## src/rtl/bank_sel_pkg.sv

```systemverilog
package bank_sel_pkg;

   // Logical slot space and its split between host and expansion.
   localparam int SLOT_W     = 4;
   localparam int N_SLOTS    = 1 << SLOT_W;
   localparam int LOW_BANKS  = 8;
   localparam int INT_SLOTS  = 4;
   localparam int EXT_SLOTS  = N_SLOTS - INT_SLOTS;
   localparam int CODE_W     = 4;

   // Decoded meaning of one paging write.
   typedef enum logic [1:0] {
      REQ_NONE     = 2'd0,
      REQ_HIGH     = 2'd1,
      REQ_LOW      = 2'd2,
      REQ_INTERNAL = 2'd3
   } page_req_t;

   typedef struct packed {
      logic [SLOT_W-1:0] slot;
      logic              valid;
      logic              paged_out;
   } sel_state_t;

   // Classify a low nibble written to the paging register.
   function automatic page_req_t classify(input logic [CODE_W-1:0] code);
      if (code[3:2] == 2'b11)      return REQ_HIGH;
      else if (code[3] == 1'b0)    return REQ_LOW;
      else                         return REQ_INTERNAL;
   endfunction

endpackage

```

## src/rtl/bank_write_snoop.sv

```systemverilog
module bank_write_snoop
   import bank_sel_pkg::*;
#(
   parameter int          ADDR_W       = 16,
   parameter int          DATA_W       = 8,
   parameter logic [ADDR_W-1:0] PAGE_ADDR = 16'hFE05,
   parameter bit          IGNORE_UPPER = 1'b1
) (
   input  logic [ADDR_W-1:0] cpu_addr,
   input  logic [DATA_W-1:0] cpu_data,
   input  logic              cpu_rnw,
   output logic              wr_hit,
   output logic [CODE_W-1:0] wr_code
);

   logic addr_match;
   logic upper_ok;

   assign addr_match = (cpu_addr == PAGE_ADDR);
   // Strict variant drops writes whose upper bits are not zero.
   assign upper_ok   = IGNORE_UPPER || (cpu_data[DATA_W-1:CODE_W] == '0);
   assign wr_hit     = addr_match && !cpu_rnw && upper_ok;
   assign wr_code    = cpu_data[CODE_W-1:0];

endmodule

```

## src/rtl/bank_select_fsm.sv

```systemverilog
module bank_select_fsm
   import bank_sel_pkg::*;
(
   input  logic              clk,
   input  logic              rst_n,
   input  logic              wr_hit,
   input  logic [CODE_W-1:0] wr_code,
   output sel_state_t        state
);

   page_req_t  req;
   sel_state_t nxt;

   assign req = wr_hit ? classify(wr_code) : REQ_NONE;

   always_comb begin
      nxt = state;
      unique case (req)
         REQ_HIGH: begin
            nxt.slot      = {2'b11, wr_code[1:0]};
            nxt.valid     = 1'b1;
            nxt.paged_out = 1'b1;
         end
         REQ_LOW: begin
            // Lower banks only reachable once the host ROMs are out.
            if (state.paged_out) begin
               nxt.slot  = {1'b0, wr_code[2:0]};
               nxt.valid = 1'b1;
            end
         end
         REQ_INTERNAL: begin
            nxt.slot      = wr_code;
            nxt.valid     = 1'b0;
            nxt.paged_out = 1'b0;
         end
         default: ;
      endcase
   end

   always_ff @(posedge clk or negedge rst_n) begin
      if (!rst_n) state <= '0;
      else        state <= nxt;
   end

   // Hold when no paging write is seen.
   p_hold_idle_r7: assert property (@(posedge clk) disable iff (!rst_n)
      !wr_hit |=> $stable(state));

   // Lower-group write ignored while host ROMs are paged in.
   p_low_blocked_r4: assert property (@(posedge clk) disable iff (!rst_n)
      (wr_hit && !wr_code[3] && !state.paged_out) |=> $stable(state));

   // Upper-group write lands in 12..15 with host ROMs out.
   p_high_select_r2: assert property (@(posedge clk) disable iff (!rst_n)
      (wr_hit && wr_code[3:2] == 2'b11) |=>
         (state.valid && state.paged_out && state.slot[3:2] == 2'b11));

   // Internal-group write hands control back.
   p_internal_back_r5: assert property (@(posedge clk) disable iff (!rst_n)
      (wr_hit && wr_code[3:2] == 2'b10) |=> (!state.valid && !state.paged_out));

   // Valid selection only with host ROMs out.
   p_valid_needs_out_r9: assert property (@(posedge clk) disable iff (!rst_n)
      state.valid |-> state.paged_out);

endmodule

```

## src/rtl/bank_enable_decode.sv

```systemverilog
module bank_enable_decode
   import bank_sel_pkg::*;
(
   input  logic [SLOT_W-1:0]    slot,
   input  logic                 valid,
   input  logic                 rom_window,
   output logic [EXT_SLOTS-1:0] slot_en
);

   for (genvar i = 0; i < EXT_SLOTS; i++) begin : g_en
      // Enable bits skip over the host's internal slot range.
      localparam int SLOT_NUM = (i < LOW_BANKS) ? i : i + INT_SLOTS;
      assign slot_en[i] = valid && rom_window &&
                          (slot == SLOT_W'(SLOT_NUM));
   end

   // At most one enable.
   always_comb begin
      a_en_onehot_r8: assert ($onehot0(slot_en) || $isunknown(slot_en));
   end

endmodule

```

## src/rtl/bank_page_selector.sv

```systemverilog
module bank_page_selector
   import bank_sel_pkg::*;
#(
   parameter int          ADDR_W       = 16,
   parameter int          DATA_W       = 8,
   parameter logic [ADDR_W-1:0] PAGE_ADDR = 16'hFE05,
   parameter bit          IGNORE_UPPER = 1'b1
) (
   input  logic                 clk,
   input  logic                 rst_n,
   input  logic [ADDR_W-1:0]    cpu_addr,
   input  logic [DATA_W-1:0]    cpu_data,
   input  logic                 cpu_rnw,
   input  logic                 rom_window,
   output logic [SLOT_W-1:0]    active_slot,
   output logic                 slot_valid,
   output logic [EXT_SLOTS-1:0] slot_en,
   output logic                 internal_paged_out
);

   if (DATA_W < 8) begin : g_bad_data
      $error("bank_page_selector: DATA_W must be at least 8");
   end
   if (ADDR_W < 1) begin : g_bad_addr
      $error("bank_page_selector: ADDR_W must be positive");
   end

   logic              wr_hit;
   logic [CODE_W-1:0] wr_code;
   sel_state_t        state;

   bank_write_snoop #(
      .ADDR_W       (ADDR_W),
      .DATA_W       (DATA_W),
      .PAGE_ADDR    (PAGE_ADDR),
      .IGNORE_UPPER (IGNORE_UPPER)
   ) u_snoop (
      .cpu_addr (cpu_addr),
      .cpu_data (cpu_data),
      .cpu_rnw  (cpu_rnw),
      .wr_hit   (wr_hit),
      .wr_code  (wr_code)
   );

   bank_select_fsm u_fsm (
      .clk     (clk),
      .rst_n   (rst_n),
      .wr_hit  (wr_hit),
      .wr_code (wr_code),
      .state   (state)
   );

   bank_enable_decode u_dec (
      .slot       (state.slot),
      .valid      (state.valid),
      .rom_window (rom_window),
      .slot_en    (slot_en)
   );

   assign active_slot        = state.slot;
   assign slot_valid         = state.valid;
   assign internal_paged_out = state.paged_out;

   // Enables dark outside the ROM window.
   p_en_window_r8: assert property (@(posedge clk) disable iff (!rst_n)
      !rom_window |-> (slot_en == '0));

   // Enables dark while the host ROMs own the window.
   p_en_internal_r5: assert property (@(posedge clk) disable iff (!rst_n)
      !internal_paged_out |-> (slot_en == '0));

endmodule

```

## config.mk

```make
export PLATFORM = sky130hd
export DESIGN_NAME = bank_page_selector
export DESIGN_NICKNAME = d
export VERILOG_FILES = /design/src/rtl/bank_sel_pkg.sv /design/src/rtl/bank_write_snoop.sv /design/src/rtl/bank_select_fsm.sv /design/src/rtl/bank_enable_decode.sv /design/src/rtl/bank_page_selector.sv
export SDC_FILE = /design/constraint.sdc
export NUM_CORES = 1
export LEC_CHECK = 0
export ABC_AREA = 1
export CAP_MARGIN = 40
export CORE_MARGIN = 4
export CORE_UTILIZATION = 34
export DETAILED_ROUTE_END_ITERATION = 16
export GPL_TIMING_DRIVEN = 0
export HOLD_SLACK_MARGIN = 0.03
export PLACE_DENSITY = 0.84
export SYNTH_ARGS = -nofsm -noshare
export SYNTH_HDL_FRONTEND = slang
export SYNTH_SLANG_ARGS = --single-unit
export TNS_END_PERCENT = 30
```

## constraint.sdc

```tcl
create_clock -name clk -period 1.5 [get_ports clk]
set_input_delay 0.3 -clock clk [delete_from_list [all_inputs] [get_ports clk]]
set_output_delay 0.3 -clock clk [all_outputs]
set_load 0.02 [all_outputs]
```

---- Word level (Yosys, flattened, before mapping) ----
Cells that the tools add are included.
storage, ports and cells
  flip-flop bits (word level) ............. 6
  bits in latches ......................... 0
  RAM bits ................................ 0
  ROM bits ................................ 0
  input bits .............................. 28
  output and inout bits ................... 18
  word-level logic and storage cells ...... 45
  memories kept ........................... 0
cells by class
  add/subtract/negate cells ............... 0
  multiply operators ...................... 0
  div/mod/pow operators ................... 0
  magnitude comparators ................... 0
  eq/ne operators ......................... 17
  shift-type cells ........................ 0
  multiplexer cells ....................... 6
  bitwise gates (word level) .............. 0
  reductions and logical operators ........ 19
operators by type and width
  operator              number
  $eq 16x16->1 const B  1
  $eq 4x3->1 const B    4
  $eq 4x4->1 const B    4
  $pmux 5 s3            1
  $logic_and 1x1->1     14
  $eq 4x2->1 const B    2
  $eq 2x2->1 const B    3
  $mux 5                1
  $eq 4x1->1 const B    1
  $logic_not 4->1       1
  $mux 2                2
  $reduce_bool 3->1     1
  $eq 2x1->1 const B    1
  $ne 2x1->1 const B    1
  $pmux 1 s2            1
  $reduce_and 2->1      1
  $reduce_bool 2->1     1
  $logic_not 1->1       1
  $mux 1                1

---- Logic depth before layout (Yosys ltp) ----
  depth in word-level cells ............... 6
  depth in mapped cells ................... 8

---- Cells and area by module ----
Synthesis repeated with hierarchy kept, for this count alone.
unflattened totals
  cells, all modules ...................... 75
  area total of the unflattened synthesis .. 454.2 um^2
modules (own cells, without submodules)
  module              times used  cells each  area an instance (um^2)  seq. area each (um^2)
  bank_select_fsm     1           27          244.0                    150.1
  bank_enable_decode  1           29          113.9                    0.0
  bank_write_snoop    1           19          96.3                     0.0

---- Worst setup path after synthesis ----
No wires, ideal clock.
  kind .................................... register to output
  start point ............................. reg, netlist name u_fsm.state[1]
  end point ............................... out slot_en[4]
  data arrival time ....................... 1.027 ns
  required time ........................... 1.200 ns
  slack ................................... 0.173 ns
  stages on the path, launching flop included .. 5
  path buffers ............................ 0
  cell sequence ........................... dfrtp_1 nand2_1 inv_1 nand3b_1 nor2_1
on the way
  word-level cells in the longest chain between the ends .. 2
RTL lines
  what                             RTL line                  RTL
  $logic_and 1x1->1 (2 in series)  bank_enable_decode.sv:13  assign slot_en[i] = valid && rom_window &&
  end: declaration                 bank_page_selector.sv:17  output logic [EXT_SLOTS-1:0] slot_en,
No other way between the ends.

---- Worst setup path in the final report ----
  start point ............................. reg, netlist name u_fsm.state[5]
  end point ............................... out slot_en[4]
on the way
  word-level cells in the longest chain between the ends .. 2
RTL lines
  what               RTL line                  RTL
  $eq 4x3->1         bank_enable_decode.sv:14  (slot == SLOT_W'(SLOT_NUM));
  $logic_and 1x1->1  bank_enable_decode.sv:13
No other way between the ends.

==> out/metrics.yaml <==
grt_pass1_vias: 648
final_nets: 170
synth_nets: 122
finClkSkew_ps: 0.193
finalSetupViolCount: 0
final_cell_area_sq_um: 978
syn-instance-count: 94
clkSinkCount: 6
ys_ff_latch: 6
dp_hpwl_microns: 1340
p_leak_uw: 0.000529
switching_share: 0.238
start_kind: "flip-flop"
avgRoutedWirePerCell_microns: 9.67
final_cell_mix: "27 x nand2_1, 22 x nor2_1, 22 x clkdlybuf4s50_1"
worstSkewPairLatency_ps: 240
num_rows: 14
p_per_area_nw_per_um2: 426
hp-class: "primary input to asynchronous set/reset pin"
cp_max_fo: 5
min_period_over_period: 0.973
largest_register_ffs: 6
cts_made_buffers: 3
max_cap_viol_count: 0
first_pass_iters: 4
finalPower_uw: 417
placed_cells: 151
end_kind: "output port"
vias: 732
pin_count: 46
route.detailed.drc: 0
slew_violations: 0
p_seq_frac: 0.390
syn_area_sq_um: 549
io_buffers: 41
pwr-share-comb: 0.262
final_common_cell: "nand2_1"
reg_top3: "u_fsm.state x6"
worstMarginPinSlew_ps: 259
fp.dieArea_sq_um: 2320
fp.dieW_microns: 48.2
clockBufferDepth: 2
fp.coreArea_sq_um: 1520
slowest_stage: "dfrtp_1"
final_antenna_net_count: 0
die_h_microns: 48.2
grt_pass1_wl_microns: 2240
dp_slack_ps: -578
critPathMaxStageDelay_ps: 410
path_clk_slew_ps: 40
yosysWarnings: 0
globalplace.congestion: 0.776
required_ps: 1200
synth_area_per_cell_sq_um: 5.84
ir_worst_vdd_mv: 0.348
whs_ps: 292
htree_levels: 1
yosysUniqueCellTypes: 14
grt_antenna_before_repair: 0
grt_use_total: 0.136
p_switching_uw: 99.4
dpl-instance-area_sq_um: 980
status: "completed"
fmax_ghz: 0.685
synth.top_cell.area_share: 0.273
crit_arrival_ps: 1160
syn_to_final_growth_pct: 78.1
fin_ws_ps: 41.1
grt_max_degree: 9
start_util: 0.360
ys_seq_area_frac: 0.273
critPathKind: "flip-flop to output port"
routed_wl_microns: 1510
crit_buf_inv: 1
intPower_uw: 318
synth.area.top_cells: "dfrtp_1 27%, nand2_1 18%, nor2_1 15%, inv_1 13%, nor2_4 6.2%"
slew_headroom: 0.827
synth_top_cell_by_area: "dfrtp_1"
num_antenna_cells: 0
gr-total-overflow: 0
via_per_inst: 4.69
cts_tree: "yes"
period_needed_ps: 1460
drt-initial-drc-count: 10
finalHoldViolCount: 0
path_delay_family: "flip-flops"
drive_above_1_share: 0.193
rsz0062_at_grt: "yes"
pwr-share-clk: 0.348
path_cells: "nand3b_1 -> nor2_1 -> buf_4"
top_register: "u_fsm.state"
root_buffer: "clkbuf_4"
final_cells: 156
-- final timing paths --
kind | depth (start not counted) | start | slack [ps] | end
max | 3 | u_fsm.state[5] | 40 | slot_en[4]
max in group asynchronous | 1 | rst_n | 1000 | u_fsm.state[3]
min reg2reg | 2 | u_fsm.state[0] | 520 | u_fsm.state[0]
min in group clk | 2 | u_fsm.state[0] | 520 | u_fsm.state[0]
max reg2reg | 5 | u_fsm.state[0] | 460 | u_fsm.state[1]
min | 1 | rst_n | 290 | u_fsm.state[1]
-- metal layers --
layer	global-route usage	vias to the layer above	routed length, microns
met1	0.132	305	494
met3	0.0221	6	233
li1	-	374	-
met5	0	-	0
met4	0.0806	0	55
met2	0.260	47	726
-- synth_stat cells --
master,number
o21ai_1,3
or2_1,1
nand4_1,2
inv_2,1
nand2_2,2
nand3_1,5
nand2_1,27
nand3b_1,1
nor2_2,1
dfrtp_1,6
nand4_4,1
nor2_4,3
nor2_1,22
inv_1,19
-- worst reg2reg max path, delay by kind of cell, from the launching register on --
| family | cells | cell delay (ps) |
|---|---|---|
| and+or+nand+nor | 4 | 510 |
| DFF | 1 | 400 |
| buffers and inverters | 1 | 30 |
-- power by group through the flow --
stage	registers (uW)	clock network [uW]	logic [uW]
final	163	145	109
after global routing	162	157	121
after CTS	163	151	109
after detailed placement	165	0	111
after global placement	165	0	108
after floorplan	165	0	35.0
-- repair_timing --
item	in CTS	in global routing
cloned	0	0
endpoints found under the setup margin	18	7
pin swaps	1	0
buffers inserted	0	2
resized for setup	64	3
hold buffers	0	0
-- metrics by stage --
stage,setup TNS (ps),util
after global routing,-74.8,0.642
after detailed placement,-6500,0.643
after floorplan,0,-
final,0,0.642
after global placement,-6140,0.643
after CTS,0,0.627
-- cell type report --
type / count / area, sq um
fill: 159 / 546
timing repair buffer: 43 / 382
multi-input combinational: 68 / 329
sequential: 6 / 150
inverter: 20 / 75.1
clock buffer: 3 / 22.5
tap: 16 / 20.0
-- cells by family after synthesis --
group	count (synthesis)	synth area share
buf+inv	20	0.137
flops	6	0.273
compound gates	3	0.0273
simple gates	65	0.563
Power figures use the tool's default switching activity.
